`src/rtl/scp_pkg.sv`:
```
package scp_pkg;
  typedef enum logic [1:0] {
    RAIL_OFF   = 2'd0,
    RAIL_START = 2'd1,
    RAIL_RUN   = 2'd2,
    RAIL_FAULT = 2'd3
  } rail_state_e;
endpackage

```
`src/rtl/scp_win_cnt.sv`:
```
// Tick counter used for both the start-up window and the overload debounce.
module scp_win_cnt #(
  parameter int LIMIT = 1000
) (
  input  logic clk,
  input  logic rst,
  input  logic clr,
  input  logic inc,
  output logic last
);
  localparam int CW = (LIMIT > 1) ? $clog2(LIMIT) : 1;
  localparam logic [CW-1:0] LAST_VAL = CW'(LIMIT - 1);

  logic [CW-1:0] cnt;

  always_ff @(posedge clk) begin
    if (rst)               cnt <= '0;
    else if (clr)          cnt <= '0;
    else if (inc && !last) cnt <= cnt + 1'b1;
  end

  assign last = (cnt == LAST_VAL);

  // the count never runs past the window
  p_cnt_bound_r6: assert property (@(posedge clk) disable iff (rst)
    cnt <= LAST_VAL);
endmodule

```
`src/rtl/scp_rail_fsm.sv`:
```
// One rail: start-up short check, running overload debounce, fault latch.
module scp_rail_fsm
  import scp_pkg::*;
#(
  parameter int MS_TICKS = 1000
) (
  input  logic clk,
  input  logic rst,
  input  logic tick,
  input  logic en_req,
  input  logic below,
  input  logic fault_clr,
  input  logic shut,
  output logic rail_on,
  output logic sc_event
);
  rail_state_e state, nxt;
  logic en_prev, win_last, win_clr, win_inc, fire;

  scp_win_cnt #(.LIMIT(MS_TICKS)) u_win (
    .clk  (clk),
    .rst  (rst),
    .clr  (win_clr),
    .inc  (win_inc),
    .last (win_last)
  );

  always_comb begin
    nxt  = state;
    fire = 1'b0;
    unique case (state)
      RAIL_OFF: begin
        if (en_req && !en_prev && !shut) nxt = RAIL_START;
      end
      RAIL_START: begin
        if (shut || !en_req) nxt = RAIL_OFF;
        else if (tick && win_last) begin
          if (below) begin
            nxt  = RAIL_FAULT;
            fire = 1'b1;
          end else begin
            nxt = RAIL_RUN;
          end
        end
      end
      RAIL_RUN: begin
        if (shut || !en_req) nxt = RAIL_OFF;
        else if (below && tick && win_last) begin
          nxt  = RAIL_FAULT;
          fire = 1'b1;
        end
      end
      RAIL_FAULT: begin
        if (fault_clr) nxt = RAIL_OFF;
      end
      default: nxt = RAIL_OFF;
    endcase
  end

  // Counter restarts on any state change, when idle, and whenever the
  // running output is seen above threshold.
  assign win_clr = (nxt != state) || (state == RAIL_OFF) || (state == RAIL_FAULT)
                 || (state == RAIL_RUN && !below);
  assign win_inc = tick && (state == RAIL_START || state == RAIL_RUN);

  always_ff @(posedge clk) begin
    if (rst) begin
      state    <= RAIL_OFF;
      en_prev  <= 1'b0;
      rail_on  <= 1'b0;
      sc_event <= 1'b0;
    end else begin
      state    <= nxt;
      en_prev  <= en_req;
      rail_on  <= (nxt == RAIL_START) || (nxt == RAIL_RUN);
      sc_event <= fire;
    end
  end

  p_event_drops_rail_r3: assert property (@(posedge clk) disable iff (rst)
    sc_event |-> (!rail_on && $past(rail_on)));

  p_event_single_r11: assert property (@(posedge clk) disable iff (rst)
    sc_event |=> !sc_event);

  p_shut_all_off_r10: assert property (@(posedge clk) disable iff (rst)
    shut |=> (!rail_on && !sc_event));

  p_fault_holds_r8: assert property (@(posedge clk) disable iff (rst)
    (state == RAIL_FAULT && !fault_clr) |=> (!rail_on && state == RAIL_FAULT));

  p_disable_off_r9: assert property (@(posedge clk) disable iff (rst)
    !en_req |=> (!rail_on && !sc_event));

  p_start_on_rise_r2: assert property (@(posedge clk) disable iff (rst)
    $rose(rail_on) |-> ($past(en_req) && !$past(shut)));
endmodule

```
`src/rtl/scp_sequencer.sv`:
```
module scp_sequencer #(
  parameter int NUM_RAILS = 4,
  parameter int MS_TICKS  = 1000
) (
  input  logic                 clk,
  input  logic                 rst,
  input  logic                 tick,
  input  logic [NUM_RAILS-1:0] rail_en_req,
  input  logic [NUM_RAILS-1:0] out_low,
  input  logic [NUM_RAILS-1:0] fault_clr,
  input  logic                 glb_shutdown,
  output logic [NUM_RAILS-1:0] rail_on,
  output logic [NUM_RAILS-1:0] sc_event,
  output logic                 gpo_force_low
);
  for (genvar g = 0; g < NUM_RAILS; g++) begin : g_rail
    scp_rail_fsm #(.MS_TICKS(MS_TICKS)) u_rail (
      .clk       (clk),
      .rst       (rst),
      .tick      (tick),
      .en_req    (rail_en_req[g]),
      .below     (out_low[g]),
      .fault_clr (fault_clr[g]),
      .shut      (glb_shutdown),
      .rail_on   (rail_on[g]),
      .sc_event  (sc_event[g])
    );
  end

  always_ff @(posedge clk) begin
    if (rst) gpo_force_low <= 1'b0;
    else     gpo_force_low <= glb_shutdown;
  end

  p_gpo_set_r10: assert property (@(posedge clk) disable iff (rst)
    glb_shutdown |=> gpo_force_low);

  p_gpo_clear_r10: assert property (@(posedge clk) disable iff (rst)
    !glb_shutdown |=> !gpo_force_low);

  p_reset_quiet_r1: assert property (@(posedge clk)
    $past(rst) |-> (rail_on == '0 && sc_event == '0 && !gpo_force_low));
endmodule

```
`config.mk`:
```
export PLATFORM = sky130hd
export DESIGN_NAME = scp_sequencer
export DESIGN_NICKNAME = d
export VERILOG_FILES = /design/src/rtl/scp_pkg.sv /design/src/rtl/scp_win_cnt.sv /design/src/rtl/scp_rail_fsm.sv /design/src/rtl/scp_sequencer.sv
export SDC_FILE = /design/constraint.sdc
export NUM_CORES = 1
export LEC_CHECK = 0
export BUFFER_PORTS_ARGS = -buffer_cell sky130_fd_sc_hd__buf_2
export CAP_MARGIN = 5
export CORE_UTILIZATION = 40
export DETAILED_ROUTE_END_ITERATION = 10
export PLACE_DENSITY = 0.62
export SYNTH_ARGS = -nofsm -noshare
export SYNTH_HDL_FRONTEND = slang
export SYNTH_SLANG_ARGS = --single-unit
```
`constraint.sdc`:
```
create_clock -name clk -period 2.01 [get_ports clk]
set_clock_uncertainty 0.1 [all_clocks]
set_input_delay 0.1005 -clock clk [delete_from_list [all_inputs] [get_ports clk]]
set_output_delay 0.1005 -clock clk [all_outputs]
set_load 0.005 [all_outputs]
```
# Yosys cells after proc, flatten, opt, wreduce, memory -nomap -nowiden
# Index checks and enable logic that the tools add are counted.
[word_totals] wordCells=190 n_memories=0 mem_bits_ro=0 input_bits=16 ram_bits=0 latchBits=0 register_bits=61
[op_classes] n_mul=0 n_div=0 n_bitwise=0 order_cmp=0 reduce_logical=81 shift=0 n_addsub=4 n_eq_ne=28 mux=56
[ops] op="$mux W2" n=24
[ops] op="$add A10 B1 Y10 const B" n=4
[ops] op="$eq A10 B10 Y1 const B" n=4
[ops] op="$logic_and A1 B1 Y1" n=32
[ops] op="$pmux W2 S4" n=4
[ops] op="$eq A2 B2 Y1 const B" n=12
[ops] op="$logic_or A1 B1 Y1" n=24
[ops] op="$mux W1" n=24
[ops] op="$logic_not A1 Y1" n=17
[ops] op="$eq A2 B1 Y1 const B" n=8
[ops] op="$logic_not A2 Y1" n=4
[ops] op="$ne A2 B2 Y1" n=4
[ops] op="$pmux W1 S2" n=4
[ops] op="$reduce_or A2 Y1" n=4

# Longest topological paths before layout
[logic_depth] depth_word=10 mapped_depth=8 ltp_nobuf=7

# Hierarchy
# From an unflattened synthesis, not the netlist that was laid out.
[hier_totals] cells_unflattened=467 area_unflattened_um2=3875.0
[modules_own_cells] module="scp_win_cnt (g_rail[0].u_rail.u_win ...)" seq_area_each_um2=200.2 cells_per_inst=64 area_per_inst_um2=555.5 instances=3
[modules_own_cells] module="scp_rail_fsm" seq_area_each_um2=100.1 cells_per_inst=52 area_per_inst_um2=404.1 instances=4
[modules_own_cells] module="scp_win_cnt (g_rail[3].u_rail.u_win)" seq_area_each_um2=200.2 cells_per_inst=65 area_per_inst_um2=558.0 instances=1
[modules_own_cells] module="scp_sequencer" seq_area_each_um2=20.0 cells_per_inst=2 area_per_inst_um2=33.8 instances=1

# Worst setup path before layout
# Ideal clock, no wire load.
[synth_timing] path_type="flip-flop to flip-flop" start="reg g_rail[0].u_rail.u_win.cnt[0]" end="reg g_rail[0].u_rail.rail_on" t_arrival_ns=1.829 path_slack_ns=-0.041 synth_period_minus_slack_ns=2.051 path_stages_with_launch=7 path_buffers=0 cell_sequence="dfxtp_1 > ha_1 > and4b_1 > nand4_2 > o31a_1 > o31a_1 > mux2_4"
[synth_via] elab_chain_len=7
[synth_rtl] item="from (decl)" line="scp_win_cnt.sv:14" text="logic [CW-1:0] cnt;"
[synth_rtl] item="from (signal assigned)" line="scp_win_cnt.sv:19" text="else if (inc && !last) cnt <= cnt + 1'b1;"
[synth_rtl] item="$eq A10 B10 Y1 (*)" line="scp_win_cnt.sv:22" text="assign last = (cnt == LAST_VAL);"
[synth_rtl] item="$logic_and A1 B1 Y1, on equally long branches" line="scp_rail_fsm.sv:48, scp_rail_fsm.sv:37"
[synth_rtl] item="$mux W2, on equally long branches" line="scp_rail_fsm.sv:48, scp_rail_fsm.sv:37"
[synth_rtl] item="$mux W2, on equally long branches" line="scp_rail_fsm.sv:47, scp_rail_fsm.sv:36"
[synth_rtl] item="$pmux W2 S4 (*)" line="scp_rail_fsm.sv:31" text="unique case (state)"
[synth_rtl] item="$eq A2 B1 Y1 or $eq A2 B2 Y1 (tied branches)" line="scp_rail_fsm.sv:75" text="rail_on <= (nxt == RAIL_START) || (nxt == RAIL_RUN);"
[synth_rtl] item="$logic_or A1 B1 Y1 (*)" line="scp_rail_fsm.sv:75"
[synth_rtl] item="to (signal assigned)" line="scp_rail_fsm.sv:75"
[synth_rtl] item="to (decl)" line="scp_rail_fsm.sv:14" text="output logic rail_on,"
# Mark *: on every way between the ends. The rest lies on a longest branch, timed or not.
# A chain may end at the register's enable or synchronous reset.

# Final worst setup path
[layout_timing] start="reg g_rail[2].u_rail.state[0]" end="reg g_rail[2].u_rail.u_win.cnt[7]"
[layout_via] elab_chain_len=8
[layout_rtl] item="from (decl)" line="scp_rail_fsm.sv:17" text="rail_state_e state, nxt;"
[layout_rtl] item="from (signal assigned)" line="scp_rail_fsm.sv:73" text="state <= nxt;"
[layout_rtl] item="$mux W2, on equally long branches" line="scp_rail_fsm.sv:48, scp_rail_fsm.sv:37"
[layout_rtl] item="$mux W2, on equally long branches" line="scp_rail_fsm.sv:47, scp_rail_fsm.sv:36"
[layout_rtl] item="$pmux W2 S4" line="scp_rail_fsm.sv:31"
[layout_rtl] item="$ne A2 B2 Y1" line="scp_rail_fsm.sv:62" text="assign win_clr = (nxt != state) || (state == RAIL_OFF) || (state == RAIL_FAULT)"
[layout_rtl] item="$logic_or A1 B1 Y1 (2 in series)" line="scp_rail_fsm.sv:62"
[layout_rtl] item="$logic_or A1 B1 Y1" line="scp_rail_fsm.sv:63" text="|| (state == RAIL_RUN && !below);"
[layout_rtl] item="$reduce_or A2 Y1 (no line)"
[layout_rtl] item="to (signal assigned)" line="scp_win_cnt.sv:19"
[layout_rtl] item="to (decl)" line="scp_win_cnt.sv:14"
# Parallel ways exist; a longest one is shown, timed or not.

==> flow_summary.yaml <==
sta:
  final_hold_viol_count: 0
  maxSlewHeadroom_pct: 70.2
  worstMarginPinSlew_ns: 0.443
  setup_violations: 0
  fin_crit_sh_pct: 98.1
  clock.fmax_ghz: 0.507
  maxSlewViolCount: 0
  grt_setup_unrepaired: "true"
  fin_ws_ns: 0.0389
  fin_crit_ns: 1.97
routing:
  viasPerCell: 5.41
  routed.top_layer: "met4"
  drt_drc_violations_left: 0
  wl_met3_um: 402
  drt_wl_total_mm: 8.57
  firstDrtPassIters: 4
  wl_per_cell_um: 14.1
  drt_iter0_drc: 125
  dr_wl_met2_mm: 4.01
  drt-met1-wl_mm: 4.02
  drtAntennaViolNets: 0
  vias: 3285
synthesis:
  ys_warn_count: 0
  ys_ff_latch: 61
  synth_area_sq_um: 3510
  synth_async_sr_flop_share_pct: 0
  avgSynthCellArea_sq_um: 8.48
  syn-num-nets: 450
  syn_inst: 414
  ys_seq_area_share_pct: 34.8
  ys.flop_type: "dfxtp_1"
  synth_enable_flop_cells: 0
  yosysUniqueCellTypes: 67
grt:
  overflow: 0
  grt_pass1_wl_mm: 13.6
  grt_antenna_before_repair: 0
  grt_max_degree: 14
  grtUsageTotal_pct: 19.1
  grt_pass1_vias: 3056
cts:
  cts_made_buffers: 9
  cts_max_path_buffers: 2
  cts_tree: "yes"
  cts_sinks: 61
  cts_root_buffer: "clkbuf_8"
  clk_latency_ns: 0.34
  clkSlewWorstSetupHoldPaths_ns: 0.07
  ctsHtreeMaxLevel: 3
cells_and_area:
  antennaDiodeCount: 0
  areaGrowthSynthToFinish_pct: 32.3
  drive_above_1_share_pct: 32.5
  fin_util_pct: 55.7
  post_layout_nonfiller_instances: 607
  final_nets: 533
  design_area_sq_um: 4650
min_path:
  hp-class: "input pin to flop"
  hold_start: "rst"
place:
  placed_cell_area_sq_um: 4030
  place_congestion: 0.868
  dp.cells: 574
  place_ws_ns: -0.0989
  hpwl_mm: 5.72
  io_buffers: 24
power_and_ir_drop:
  p_leak_nw: 1.71
  power_frac_clock_pct: 42.6
  ir_drop_mv: 0.468
  combPwrFrac_pct: 13.9
  pwr_density_cell_nw_per_um2: 619
  seqPwrFrac_pct: 43.5
  p_int_mw: 2.17
  p_switching_uw: 711
  switching_share_pct: 24.7
floorplanning:
  die_w_um: 95.7
  io_pins: 25
  row_count: 33
  dieArea_sq_um: 9160
  core-area_sq_um: 8340
  start_util_pct: 42.1
  fp.dieH_um: 95.7
flow_run:
  cap_violations: 0
worst_setup_path:
  cp_data_required_time_ns: 2.13
  critPathCaptureType: "flop"
  critical_path_arrival_ns: 2.09
  crit_type: "flop to flop"
  cp-startpoint: "g_rail[2].u_rail.state[0]$_SDFF_PP0_"
  crit_fanout: 8
  reg2reg_from: "g_rail[2].u_rail.state[0]$_SDFF_PP0_"
  start_kind: "flop"
outcome:
  status: "complete, no violations"
[metal layers]
layer	vias up	global-route usage, %
li1	1646	-
met1	1526	25.0
met2	99	30.9
met3	14	4.47
met4	0	6.47
met5	-	0
[layout by cell type (no fill, tap or decap), types with 7 or more instances in the layout]
| cell | n |
|---|---|
| nor2b_1 | 16 |
| clkbuf_8 | 14 |
| o21ai_0 | 7 |
| a21oi_1 | 13 |
| xor2_1 | 16 |
| dfxtp_2 | 10 |
| dlygate4sd3_1 | 9 |
| nand4_1 | 12 |
| buf_2 | 24 |
| nand2b_1 | 7 |
| nor3_1 | 22 |
| xnor2_1 | 13 |
| ha_2 | 7 |
| nor2_1 | 47 |
| buf_4 | 53 |
| a31oi_1 | 7 |
| nand2_1 | 32 |
| nand3_1 | 11 |
| inv_1 | 16 |
| dfxtp_1 | 49 |
| ha_1 | 10 |
[final cells by class]
cell class,instances,area (sq um)
timing repair buffer,87,628
tap,105,131
clock inverter,2,37.5
inverter,20,75.1
multi-input combinational,318,2340
sequential,61,1240
clock buffer,14,193
fill,786,3690
[synthesized netlist by cell type, types with 3 or more instances]
cell       n  share of area (%)
inv_1     20                2.1
buf_4     12                2.6
a211oi_1   5                1.1
o31a_1     3               0.75
o21ai_0    8                1.1
dfxtp_1   61                 35
or3_1      7                1.2
nand4_1   12                2.1
nor4_1     5               0.89
a31oi_1    7                1.2
xor2_1    16                4.0
nor2_1    49                5.2
nand2_1   32                3.4
ha_1      20                7.1
a32oi_1    3               0.75
and4_1     5                1.2
and3_1     4               0.71
nand2b_1   7                1.2
nor3_1    24                3.4
nand3_1   11                1.6
nor2b_1   18                3.2
a21oi_1   13                1.9
xnor2_1   13                3.2
[kinds of logic after synthesis]
logic type	count (synthesis)	synth area share [%]
adders and majority gates	20	7.13
AOI/OAI and AO/OA	66	13.8
DFF	61	34.8
and+or+nand+nor	196	29.9
buffers and inverters	36	5.20
muxes	6	1.96
xor gates and xnor gates	29	7.23
[power groups by stage]
stage | Sequential, mW | Clock (mW) | Combinational, mW
after floorplan | 1.27 | 0 | 0.209
after global placement | 1.27 | 0 | 0.325
after detailed placement | 1.27 | 0 | 0.330
after CTS | 1.25 | 1.26 | 0.357
after global routing | 1.25 | 1.31 | 0.439
final | 1.25 | 1.23 | 0.400
[per-stage QoR]
step / TNS (ns) / total power, mW / hold slack, ns
floorplan: 0 / 1.48 / 0.0814
global placement: -0.327 / 1.60 / 0.244
detailed placement: -0.530 / 1.60 / 0.249
CTS: -0.00114 / 2.86 / 0.0137
global route: -0.579 / 3.01 / 0.0195
finish: 0 / 2.88 / 0.0216
[timing repair]
action,CTS,global route
setup endpoints to repair,22,37
pin swaps,5,14
hold buffers,9,0
gates cloned,0,1
gates resized for setup,16,46
setup buffers,1,6
hold endpoints to repair,9,0
[critical path, cell delays in order (launching register included)]
cell and delay, ns:
dfxtp_2 0.36, inv_1 0.08, ha_1 0.22, buf_4 0.15, nor3b_1 0.21, nand4_1 0.15, a211o_1 0.35, o21ai_4 0.14
nor3_1 0.08
[path summary, 6_finish.rpt]
kind	to	slack, ns	cells past startpoint
hold reg to reg	g_rail[3].u_rail.u_win.cnt[1]$_SDFFE_PP0P_	0.40	2
hold / removal	g_rail[2].u_rail.state[0]$_SDFF_PP0_	0.02	2
setup reg to reg	g_rail[2].u_rail.u_win.cnt[7]$_SDFFE_PP0P_	0.04	8
setup / recovery	g_rail[2].u_rail.u_win.cnt[7]$_SDFFE_PP0P_	0.04	8
[state kept, by name, summed over array words and instances (netlist names)]
| name | flops |
|---|---|
| g_rail.u_rail.en_prev | 4 |
| g_rail.u_rail.rail_on | 4 |
| g_rail.u_rail.sc_event | 4 |
| g_rail.u_rail.state | 8 |
| g_rail.u_rail.u_win.cnt | 40 |
| gpo_force_low | 1 |
(Power assumes the default switching activity.)
